## config.mk

```make
export PLATFORM = sky130hd
export DESIGN_NAME = cfg_guard
export DESIGN_NICKNAME = d
export VERILOG_FILES = /design/src/rtl/cfg_guard_pkg.sv /design/src/rtl/wp_key_unit.sv /design/src/rtl/wd_supervisor.sv /design/src/rtl/down_timer.sv /design/src/rtl/cfg_guard.sv
export SDC_FILE = /design/constraint.sdc
export NUM_CORES = 1
export LEC_CHECK = 0
export ABC_AREA = 1
export CORE_MARGIN = 2
export CORE_UTILIZATION = 50
export CTS_CLUSTER_SIZE = 10
export DETAILED_ROUTE_END_ITERATION = 8
export PLACE_DENSITY_LB_ADDON = 0.3
export SETUP_SLACK_MARGIN = 0.4
export SLEW_MARGIN = 20
export SYNTH_ARGS = -nofsm -noshare
export SYNTH_HDL_FRONTEND = slang
export SYNTH_SLANG_ARGS = --single-unit
```

## constraint.sdc

```tcl
create_clock -name clk -period 2.1 [get_ports clk]
set_input_delay 0.42 -clock clk [delete_from_list [all_inputs] [get_ports clk]]
set_output_delay 0.42 -clock clk [all_outputs]
set_load 0.02 [all_outputs]
```

## src/rtl/cfg_guard_pkg.sv

```systemverilog
package cfg_guard_pkg;

    localparam int ADDR_W = 3;
    localparam logic [7:0] UNLOCK_KEY = 8'h95;

    typedef enum logic [ADDR_W-1:0] {
        A_SCRATCH = 3'd0,
        A_KEY     = 3'd1,
        A_WD1     = 3'd2,
        A_WD2     = 3'd3,
        A_WD3     = 3'd4,
        A_TMR_HI  = 3'd5,
        A_TMR_LO  = 3'd6,
        A_TFLAG   = 3'd7
    } addr_e;

    typedef enum logic [1:0] {
        WD_STEP0 = 2'd0,
        WD_STEP1 = 2'd1,
        WD_STEP2 = 2'd2
    } wd_step_e;

endpackage

```

## src/rtl/wp_key_unit.sv

```systemverilog
module wp_key_unit
    import cfg_guard_pkg::*;
(
    input  logic       clk,
    input  logic       rst_n,
    input  logic       key_wr,
    input  logic [7:0] wdata,
    output logic       unlocked
);

    typedef struct packed {
        logic open;
    } key_st_t;

    key_st_t st_d, st_q;

    always_comb begin
        st_d = st_q;
        if (key_wr) begin
            st_d.open = (wdata == UNLOCK_KEY);
        end
    end

    always_ff @(posedge clk or negedge rst_n) begin
        if (!rst_n) begin
            st_q <= '0;
        end else begin
            st_q <= st_d;
        end
    end

    assign unlocked = st_q.open;

endmodule

```

## src/rtl/wd_supervisor.sv

```systemverilog
module wd_supervisor
    import cfg_guard_pkg::*;
#(
    parameter int         PRESC_DIV = 2_000_000,
    parameter int         WIN_TICKS = 100,
    parameter int         RST_LEN   = 16,
    parameter logic [7:0] WD_VAL1   = 8'h5A,
    parameter logic [7:0] WD_VAL2   = 8'h99,
    parameter logic [7:0] WD_VAL3   = 8'hA5
) (
    input  logic              clk,
    input  logic              rst_n,
    input  logic              hold,
    input  logic              wr,
    input  logic [ADDR_W-1:0] addr,
    input  logic [7:0]        wdata,
    output logic              host_rst
);

    localparam int PW = (PRESC_DIV > 1) ? $clog2(PRESC_DIV) : 1;
    localparam int WW = (WIN_TICKS > 1) ? $clog2(WIN_TICKS) : 1;
    localparam int LW = (RST_LEN > 1) ? $clog2(RST_LEN) : 1;
    localparam logic [PW-1:0] PRESC_LAST = PW'(PRESC_DIV - 1);
    localparam logic [WW-1:0] WIN_LAST   = WW'(WIN_TICKS - 1);
    localparam logic [LW-1:0] LEN_LOAD   = LW'(RST_LEN - 1);

    typedef struct packed {
        wd_step_e        step;
        logic [PW-1:0]   presc;
        logic [WW-1:0]   win;
        logic            pulse;
        logic [LW-1:0]   plen;
    } wd_st_t;

    wd_st_t st_d, st_q;

    logic hit1, hit2, hit3, any_hit, done;

    always_comb begin
        hit1    = wr && (addr == A_WD1);
        hit2    = wr && (addr == A_WD2);
        hit3    = wr && (addr == A_WD3);
        any_hit = hit1 || hit2 || hit3;
    end

    always_comb begin
        st_d = st_q;
        done = 1'b0;
        if (hold) begin
            st_d.step  = WD_STEP0;
            st_d.presc = '0;
            st_d.win   = '0;
            st_d.pulse = 1'b0;
            st_d.plen  = '0;
        end else if (st_q.pulse) begin
            // reset pulse in progress: window frozen, writes ignored
            st_d.step  = WD_STEP0;
            st_d.presc = '0;
            st_d.win   = '0;
            if (st_q.plen == '0) begin
                st_d.pulse = 1'b0;
            end else begin
                st_d.plen = st_q.plen - LW'(1);
            end
        end else begin
            if (any_hit) begin
                case (st_q.step)
                    WD_STEP0: st_d.step = (hit1 && wdata == WD_VAL1) ? WD_STEP1 : WD_STEP0;
                    WD_STEP1: st_d.step = (hit2 && wdata == WD_VAL2) ? WD_STEP2 : WD_STEP0;
                    WD_STEP2: begin
                        done      = hit3 && (wdata == WD_VAL3);
                        st_d.step = WD_STEP0;
                    end
                    default:  st_d.step = WD_STEP0;
                endcase
            end
            if (done) begin
                st_d.presc = '0;
                st_d.win   = '0;
            end else if (st_q.presc == PRESC_LAST) begin
                st_d.presc = '0;
                if (st_q.win == WIN_LAST) begin
                    st_d.win   = '0;
                    st_d.pulse = 1'b1;
                    st_d.plen  = LEN_LOAD;
                    st_d.step  = WD_STEP0;
                end else begin
                    st_d.win = st_q.win + WW'(1);
                end
            end else begin
                st_d.presc = st_q.presc + PW'(1);
            end
        end
    end

    always_ff @(posedge clk or negedge rst_n) begin
        if (!rst_n) begin
            st_q <= '{step: WD_STEP0, default: '0};
        end else begin
            st_q <= st_d;
        end
    end

    assign host_rst = st_q.pulse;

endmodule

```

## src/rtl/down_timer.sv

```systemverilog
module down_timer #(
    parameter int TMR_PRESC = 100_000
) (
    input  logic        clk,
    input  logic        rst_n,
    input  logic        hi_wr,
    input  logic        lo_wr,
    input  logic [7:0]  wdata,
    output logic [15:0] count,
    output logic        expired
);

    localparam int TW = (TMR_PRESC > 1) ? $clog2(TMR_PRESC) : 1;
    localparam logic [TW-1:0] TP_LAST = TW'(TMR_PRESC - 1);

    typedef struct packed {
        logic [7:0]    stage;
        logic [15:0]   cnt;
        logic [TW-1:0] tp;
        logic          run;
        logic          flag;
    } tmr_st_t;

    tmr_st_t st_d, st_q;
    logic [15:0] load_val;

    always_comb begin
        st_d     = st_q;
        load_val = {st_q.stage, wdata};
        if (hi_wr) begin
            st_d.stage = wdata;
        end
        if (lo_wr) begin
            st_d.cnt  = load_val;
            st_d.tp   = '0;
            st_d.run  = (load_val != 16'd0);
            st_d.flag = (load_val == 16'd0);
        end else if (st_q.run) begin
            if (st_q.tp == TP_LAST) begin
                st_d.tp  = '0;
                st_d.cnt = st_q.cnt - 16'd1;
                if (st_q.cnt == 16'd1) begin
                    st_d.run  = 1'b0;
                    st_d.flag = 1'b1;
                end
            end else begin
                st_d.tp = st_q.tp + TW'(1);
            end
        end
    end

    always_ff @(posedge clk or negedge rst_n) begin
        if (!rst_n) begin
            st_q <= '0;
        end else begin
            st_q <= st_d;
        end
    end

    assign count   = st_q.cnt;
    assign expired = st_q.flag;

endmodule

```

## src/rtl/cfg_guard.sv

```systemverilog
module cfg_guard
    import cfg_guard_pkg::*;
#(
    parameter int         PRESC_DIV = 2_000_000,
    parameter int         WIN_TICKS = 100,
    parameter int         RST_LEN   = 16,
    parameter int         TMR_PRESC = 100_000,
    parameter logic [7:0] WD_VAL1   = 8'h5A,
    parameter logic [7:0] WD_VAL2   = 8'h99,
    parameter logic [7:0] WD_VAL3   = 8'hA5
) (
    input  logic              clk,
    input  logic              rst_n,
    input  logic [ADDR_W-1:0] bus_addr,
    input  logic              bus_wr,
    input  logic [7:0]        bus_wdata,
    output logic [7:0]        bus_rdata,
    input  logic              wd_disable,
    output logic              cfg_wr_ok,
    output logic              host_reset,
    output logic              tmr_expired
);

    typedef struct packed {
        logic [7:0] scr;
    } top_st_t;

    top_st_t     st_d, st_q;
    logic        key_wr, hi_wr, lo_wr;
    logic [15:0] tmr_count;

    always_comb begin
        key_wr = bus_wr && (bus_addr == A_KEY);
        hi_wr  = bus_wr && (bus_addr == A_TMR_HI);
        lo_wr  = bus_wr && (bus_addr == A_TMR_LO);
    end

    wp_key_unit u_key (
        .clk      (clk),
        .rst_n    (rst_n),
        .key_wr   (key_wr),
        .wdata    (bus_wdata),
        .unlocked (cfg_wr_ok)
    );

    wd_supervisor #(
        .PRESC_DIV (PRESC_DIV),
        .WIN_TICKS (WIN_TICKS),
        .RST_LEN   (RST_LEN),
        .WD_VAL1   (WD_VAL1),
        .WD_VAL2   (WD_VAL2),
        .WD_VAL3   (WD_VAL3)
    ) u_wd (
        .clk      (clk),
        .rst_n    (rst_n),
        .hold     (wd_disable),
        .wr       (bus_wr),
        .addr     (bus_addr),
        .wdata    (bus_wdata),
        .host_rst (host_reset)
    );

    down_timer #(
        .TMR_PRESC (TMR_PRESC)
    ) u_tmr (
        .clk     (clk),
        .rst_n   (rst_n),
        .hi_wr   (hi_wr),
        .lo_wr   (lo_wr),
        .wdata   (bus_wdata),
        .count   (tmr_count),
        .expired (tmr_expired)
    );

    // scratch byte, gated by the same qualifier as the protected bank
    always_comb begin
        st_d = st_q;
        if (bus_wr && (bus_addr == A_SCRATCH) && cfg_wr_ok) begin
            st_d.scr = bus_wdata;
        end
    end

    always_ff @(posedge clk or negedge rst_n) begin
        if (!rst_n) begin
            st_q <= '0;
        end else begin
            st_q <= st_d;
        end
    end

    always_comb begin
        case (bus_addr)
            A_SCRATCH: bus_rdata = st_q.scr;
            A_KEY:     bus_rdata = {7'd0, cfg_wr_ok};
            A_TMR_HI:  bus_rdata = tmr_count[15:8];
            A_TMR_LO:  bus_rdata = tmr_count[7:0];
            A_TFLAG:   bus_rdata = {7'd0, tmr_expired};
            default:   bus_rdata = 8'd0;
        endcase
    end

endmodule

```

Word-level counts from Yosys, hierarchy flattened

Cells that the tools add are included.

Bits in registers: 87
Logic and storage cells: 91
Input bits: 15
Output and inout port bits: 11

Equality and inequality tests: 19
Reductions and logical operators: 27
Muxes and demuxes: 28
Add/sub/neg operators: 5

Operator list:

| cell                                                                    | number |
|---|---|
| 35-bit two-way mux                                                      | 4 |
| 8-bit one-hot mux with 5 select lines                                   | 1 |
| 28-bit two-way mux                                                      | 1 |
| 8-bit equality test (second input constant)                             | 3 |
| 21-bit by 1-bit adder with 21-bit output (second input constant)        | 1 |
| 21-bit equality test (second input constant)                            | 1 |
| 21-bit two-way mux                                                      | 1 |
| 17-bit by 1-bit adder with 17-bit output (second input constant)        | 1 |
| 17-bit equality test (second input constant)                            | 1 |
| 17-bit two-way mux                                                      | 1 |
| 16-bit by 1-bit equality test with 1-bit output (second input constant) | 1 |
| 16-bit logical NOT                                                      | 1 |
| 16-bit two-way mux                                                      | 1 |
| 16-bit nonzero test                                                     | 1 |
| 16-bit by 1-bit subtractor with 16-bit output (second input constant)   | 1 |
| 2-bit two-way mux                                                       | 7 |
| 3-bit equality test (second input constant)                             | 4 |
| 12-bit two-way mux                                                      | 1 |
| 1-bit logical AND                                                       | 11 |
| 5-bit two-way mux                                                       | 2 |
| 8-bit by 7-bit equality test with 1-bit output (second input constant)  | 1 |
| 7-bit by 1-bit adder with 7-bit output (second input constant)          | 1 |
| 7-bit equality test (second input constant)                             | 1 |
| 7-bit two-way mux                                                       | 1 |
| other kinds (20)                                                        | 30 |

Logic depth before layout (Yosys ltp)

Word-level depth: 11
Mapped depth: 11
Mapped depth without buffers: 11

Hierarchy

Synthesis repeated with hierarchy kept, for this count alone.

Cells, all modules: 814
Area total of the unflattened synthesis: 5646.7 µm²

Modules (own cells, without submodules):

| module        | instances | area each (µm²) | cells an instance | seq. area each (µm²) |
|---|---|---|---|---|
| down_timer    | 1         | 2802.7          | 408               | 1076.0 |
| wd_supervisor | 1         | 2179.6          | 304               | 875.8 |
| cfg_guard     | 1         | 596.8           | 90                | 200.2 |
| wp_key_unit   | 1         | 67.6            | 12                | 25.0 |

Worst setup path after synthesis

No wires, ideal clock.

Path type: input -> output
Start point: in bus_addr[0]
End point: out bus_rdata[0]
Path slack: 459 ps
Required time: 1680 ps
Cell stages on the path: 5
Path buffers: 0
Arrival time: 1221 ps
Cell sequence: inv_2 nand2_2 inv_1 nand2_1 o2111ai_1

Word-level cells in the longest chain between the ends: 2
Elaborated cells between the ends (all ways): 6
Classes of those cells: eq/ne: 4; mux: 1; reduce/logical: 1

Ends and longest elaborated chain:

| item                                              | line            | text |
|---|---|---|
| start, declared                                   | cfg_guard.sv:14 | `input logic [ADDR_W-1:0] bus_addr,` |
| 3-bit equality test, or another cell as far along | cfg_guard.sv:92 | `case (bus_addr)` |
| 8-bit one-hot mux with 5 select lines *           | cfg_guard.sv:92 |  |
| end, declared                                     | cfg_guard.sv:17 | `output logic [7:0] bus_rdata,` |

Mark *: on every way between the ends. The rest lies on a longest branch, timed or not.

Worst setup path after layout

Start point: reg u_key.st_q, in the netlist u_key.unlocked
End point: out bus_rdata[0]

Word-level cells in the longest chain between the ends: 1

Ends and longest elaborated chain:

| item                                  | line              | text |
|---|---|---|
| start, declared                       | wp_key_unit.sv:15 | `key_st_t st_d, st_q;` |
| start signal, assigned                | wp_key_unit.sv:28 | `st_q <= st_d;` |
| 8-bit one-hot mux with 5 select lines | cfg_guard.sv:92   |  |

No other way between the ends.

==> summary.md <==
| Metric | Value |
|---|---|
| Die ar. | `11700 µm²` |
| CTS tree | `done` |
| Clock buffer depth | `2` |
| Seq cells post-synth | `87` |
| Multi-input logic area | `3020 µm²` |
| Crit path arrival time | `1340 ps` |
| Via/cell ratio | `5.47` |
| Sequential share of the synthesized area | `40.2%` |
| Mean Syn Cell Area | `7.37 µm²` |
| Filler cell count | `904` |
| Top cells by area, synth | `dfrtp_1 40%, nand2_1 13%, nor2_1 7.0%` |
| Diodes inserted | `0` |
| Syn nets | `757` |
| Cells after Synth | `735` |
| Final WL | `14300 µm` |
| Clock Latency Late Sink | `370 ps` |
| Endpoint class of the critical path | `primary output` |
| Final setup viols | `0` |
| Initial antenna violation count | `0` |
| Initial core utilization | `50.6%` |
| Flop pwr share | `43.4%` |
| RSZ-0062 raised after global routing | `true` |
| Sw frac | `35.4%` |
| CTS sink cnt | `87` |
| VDD IR max | `0.000622 V` |
| Final Hold Viols | `0` |
| Total Nets Final | `845` |
| Top cell type's share of synthesized area | `40.2%` |
| Synth cell types | `41` |
| Internal | `3300 µW` |
| Startpoint Class | `register` |
| Htree depth | `3` |
| Power per Cell Area | `762 nW/µm²` |
| Vias in the first global route | `4955` |
| Max-slew headroom | `77.1%` |
| Worst min-delay path class | `input pin to asynchronous set/reset pin` |
| Vias | `5288` |
| Remaining antenna violation count | `0` |
| Tmin final | `1760 ps` |
| Area Overhead vs Synth | `23.9%` |
| Fin worst setup slack | `342 ps` |
| Die W | `108 µm` |
| Max-slew violation count | `0` |
| Outcome | `completed` |
| Worst path required time | `1680 ps` |
| Core Footprint | `10700 µm²` |
| # port buffers | `25` |
| Gate power share | `31.4%` |
| Commonest cells after routing, fill and taps aside | `178 x nand2_1, 87 x nor2_1, 86 x dfrtp_1, 70 x inv_1, 62 x buf_4` |
| Synthesized area | `5420 µm²` |
| Max-Cap Viols | `0` |
| Type of the worst setup path | `register to primary output` |
| Final Cycle Share | `83.7%` |
| CTS root buf | `clkbuf_8` |
| Switching power | `1810 µW` |
| Setup slack at placement | `-574 ps` |
| Final setup TNS | `0 ps` |
| Max Clock Freq | `0.569 GHz` |
| Detailed router's first-iteration violation count | `288` |
| Dpl hpwl | `9660 µm` |
| Clk pwr share | `25.2%` |
| Actual slew at the worst max-slew pin | `344 ps` |
| Commonest non-fill, non-tap cell in the layout | `nand2_1` |
| First-pass GRT wire length | `22600 µm` |
| Register area | `2180 µm²` |
| Cell taking the most area after synthesis | `dfrtp_1` |
| Cell Rows | `38` |
| Leakage | `0.00311 µW` |
| Routed wire length per instance | `14.8 µm` |
| Grt ovf | `0` |
| Residual DRC | `0` |
| Post-Route Skew | `11.4 ps` |
| CTS Buf Count | `9` |
| Clock transition at path regs | `90 ps` |
| R2R setup slack | `480 ps` |
| Maximum number of pins on one net before global-route repair | `46` |
| Pre-antenna DRT Iters | `5` |
| Layout cell share with drive strength beyond 1 | `23.7%` |
| Die H | `108 µm` |
| GP Congestion | `0.902` |
| Yosys synthesis warning count | `0` |
| Total track usage | `24.5%` |
| Crit-path max FO | `2` |
| I/O pins | `26` |
| Layout Utilization | `62.7%` |
-- power groups by stage --
stage / Combinational, µW / Clock [µW] / Sequential (µW)
2_1_floorplan: 933 / 0 / 2160
3_3_place_gp: 1250 / 0 / 2220
3_5_place_dp: 1300 / 0 / 2230
4_1_cts: 1410 / 1310 / 2200
5_1_grt: 1770 / 1370 / 2250
6_report: 1600 / 1290 / 2220
-- logic make-up (layout without fill, tap and decap cells) --
logic type / Yosys count / after routing / synth area share [%]
AOI/OAI and AO/OA: 107 / 107 / 12.0
xor gates and xnor gates: 22 / 22 / 3.56
adders and majority gates: 7 / 7 / 1.62
buffers and inverters: 101 / 192 / 8.50
DFF: 87 / 87 / 40.2
and+or+nand+nor: 411 / 412 / 34.2
-- path summary, 6_finish.rpt --
path                                 from               to  cells past startpoint
max                        u_key.unlocked     bus_rdata[0]                      6
max in group asynchronous           rst_n    u_wd.st_q[19]                      3
min reg2reg                 u_wd.st_q[12]    u_wd.st_q[12]                      1
min                                 rst_n    u_wd.st_q[28]                      2
max reg2reg                u_tmr.count[0]  u_tmr.count[12]                      9
min in group clk            u_wd.st_q[12]    u_wd.st_q[12]                      1
-- layer usage --
layer	routed length (µm)	part of all wire (%)	track usage [%]
met5	0	0	0
met4	605	4.2	13.5
met2	7050	49	40.3
met3	667	4.7	2.89
met1	6010	42	31.7
-- Yosys cell counts (all sizes together) --
cell     number
nand2       199
o211ai        7
a21oi        24
o21bai        1
xnor2         3
dfrtp        87
o22ai        15
xor2         19
nor4          2
a22o          1
clkinv        2
nand3b        3
inv          87
nor2        114
nand4        20
and3          1
or2           1
a31oi         3
nor3         18
o2111ai       1
nand3        50
o21ai        55
ha            7
nor3b         2
and2          1
buf          12
-- through the flow --
stage,hold WS (ps),power [µW],std cells,area [µm²]
after global routing,490,5390,967,6710
after global placement,305,3480,922,6000
after floorplan,124,3090,735,5420
after CTS,461,4920,952,6370
after detailed placement,306,3530,922,6000
final,457,5110,967,6710
-- critical path: stages, from the launching register on --
cell and delay, ps:
dfrtp_1 410, buf_6 130, nand2_2 50, o21ai_2 50
nand2_1 80, o2111ai_2 100, buf_6 150
-- sequential cells by signal (all words and copies together), names as in the netlist --
| signal | count |
|---|---|
| u_wd.st_q | 34 |
| u_tmr.load_val | 8 |
| st_q | 8 |
| u_tmr.expired | 1 |
| u_wd.host_rst | 1 |
| u_tmr.count | 16 |
| u_tmr.st_q | 18 |
| u_key.unlocked | 1 |
-- timing repair --
item,in CTS,in global routing
setup buffers,13,12
gates resized for setup,78,70
endpoints found under the setup margin,58,68
hold buffers,1,0
gates cloned,1,3
endpoints found under the hold margin,15,0
pin swaps,8,18
-- area by class of cell --
cell class | count | share of cell area [%]
multi-input combinational | 548 | 45.0
sequential | 87 | 32.5
timing repair buffer | 86 | 11.1
inverter | 89 | 5.43
tap | 140 | 2.61
clock buffer | 11 | 2.11
clock inverter | 4 | 1.04
timing repair inverter | 2 | 0.224
Power figures use the tool's default switching activity.
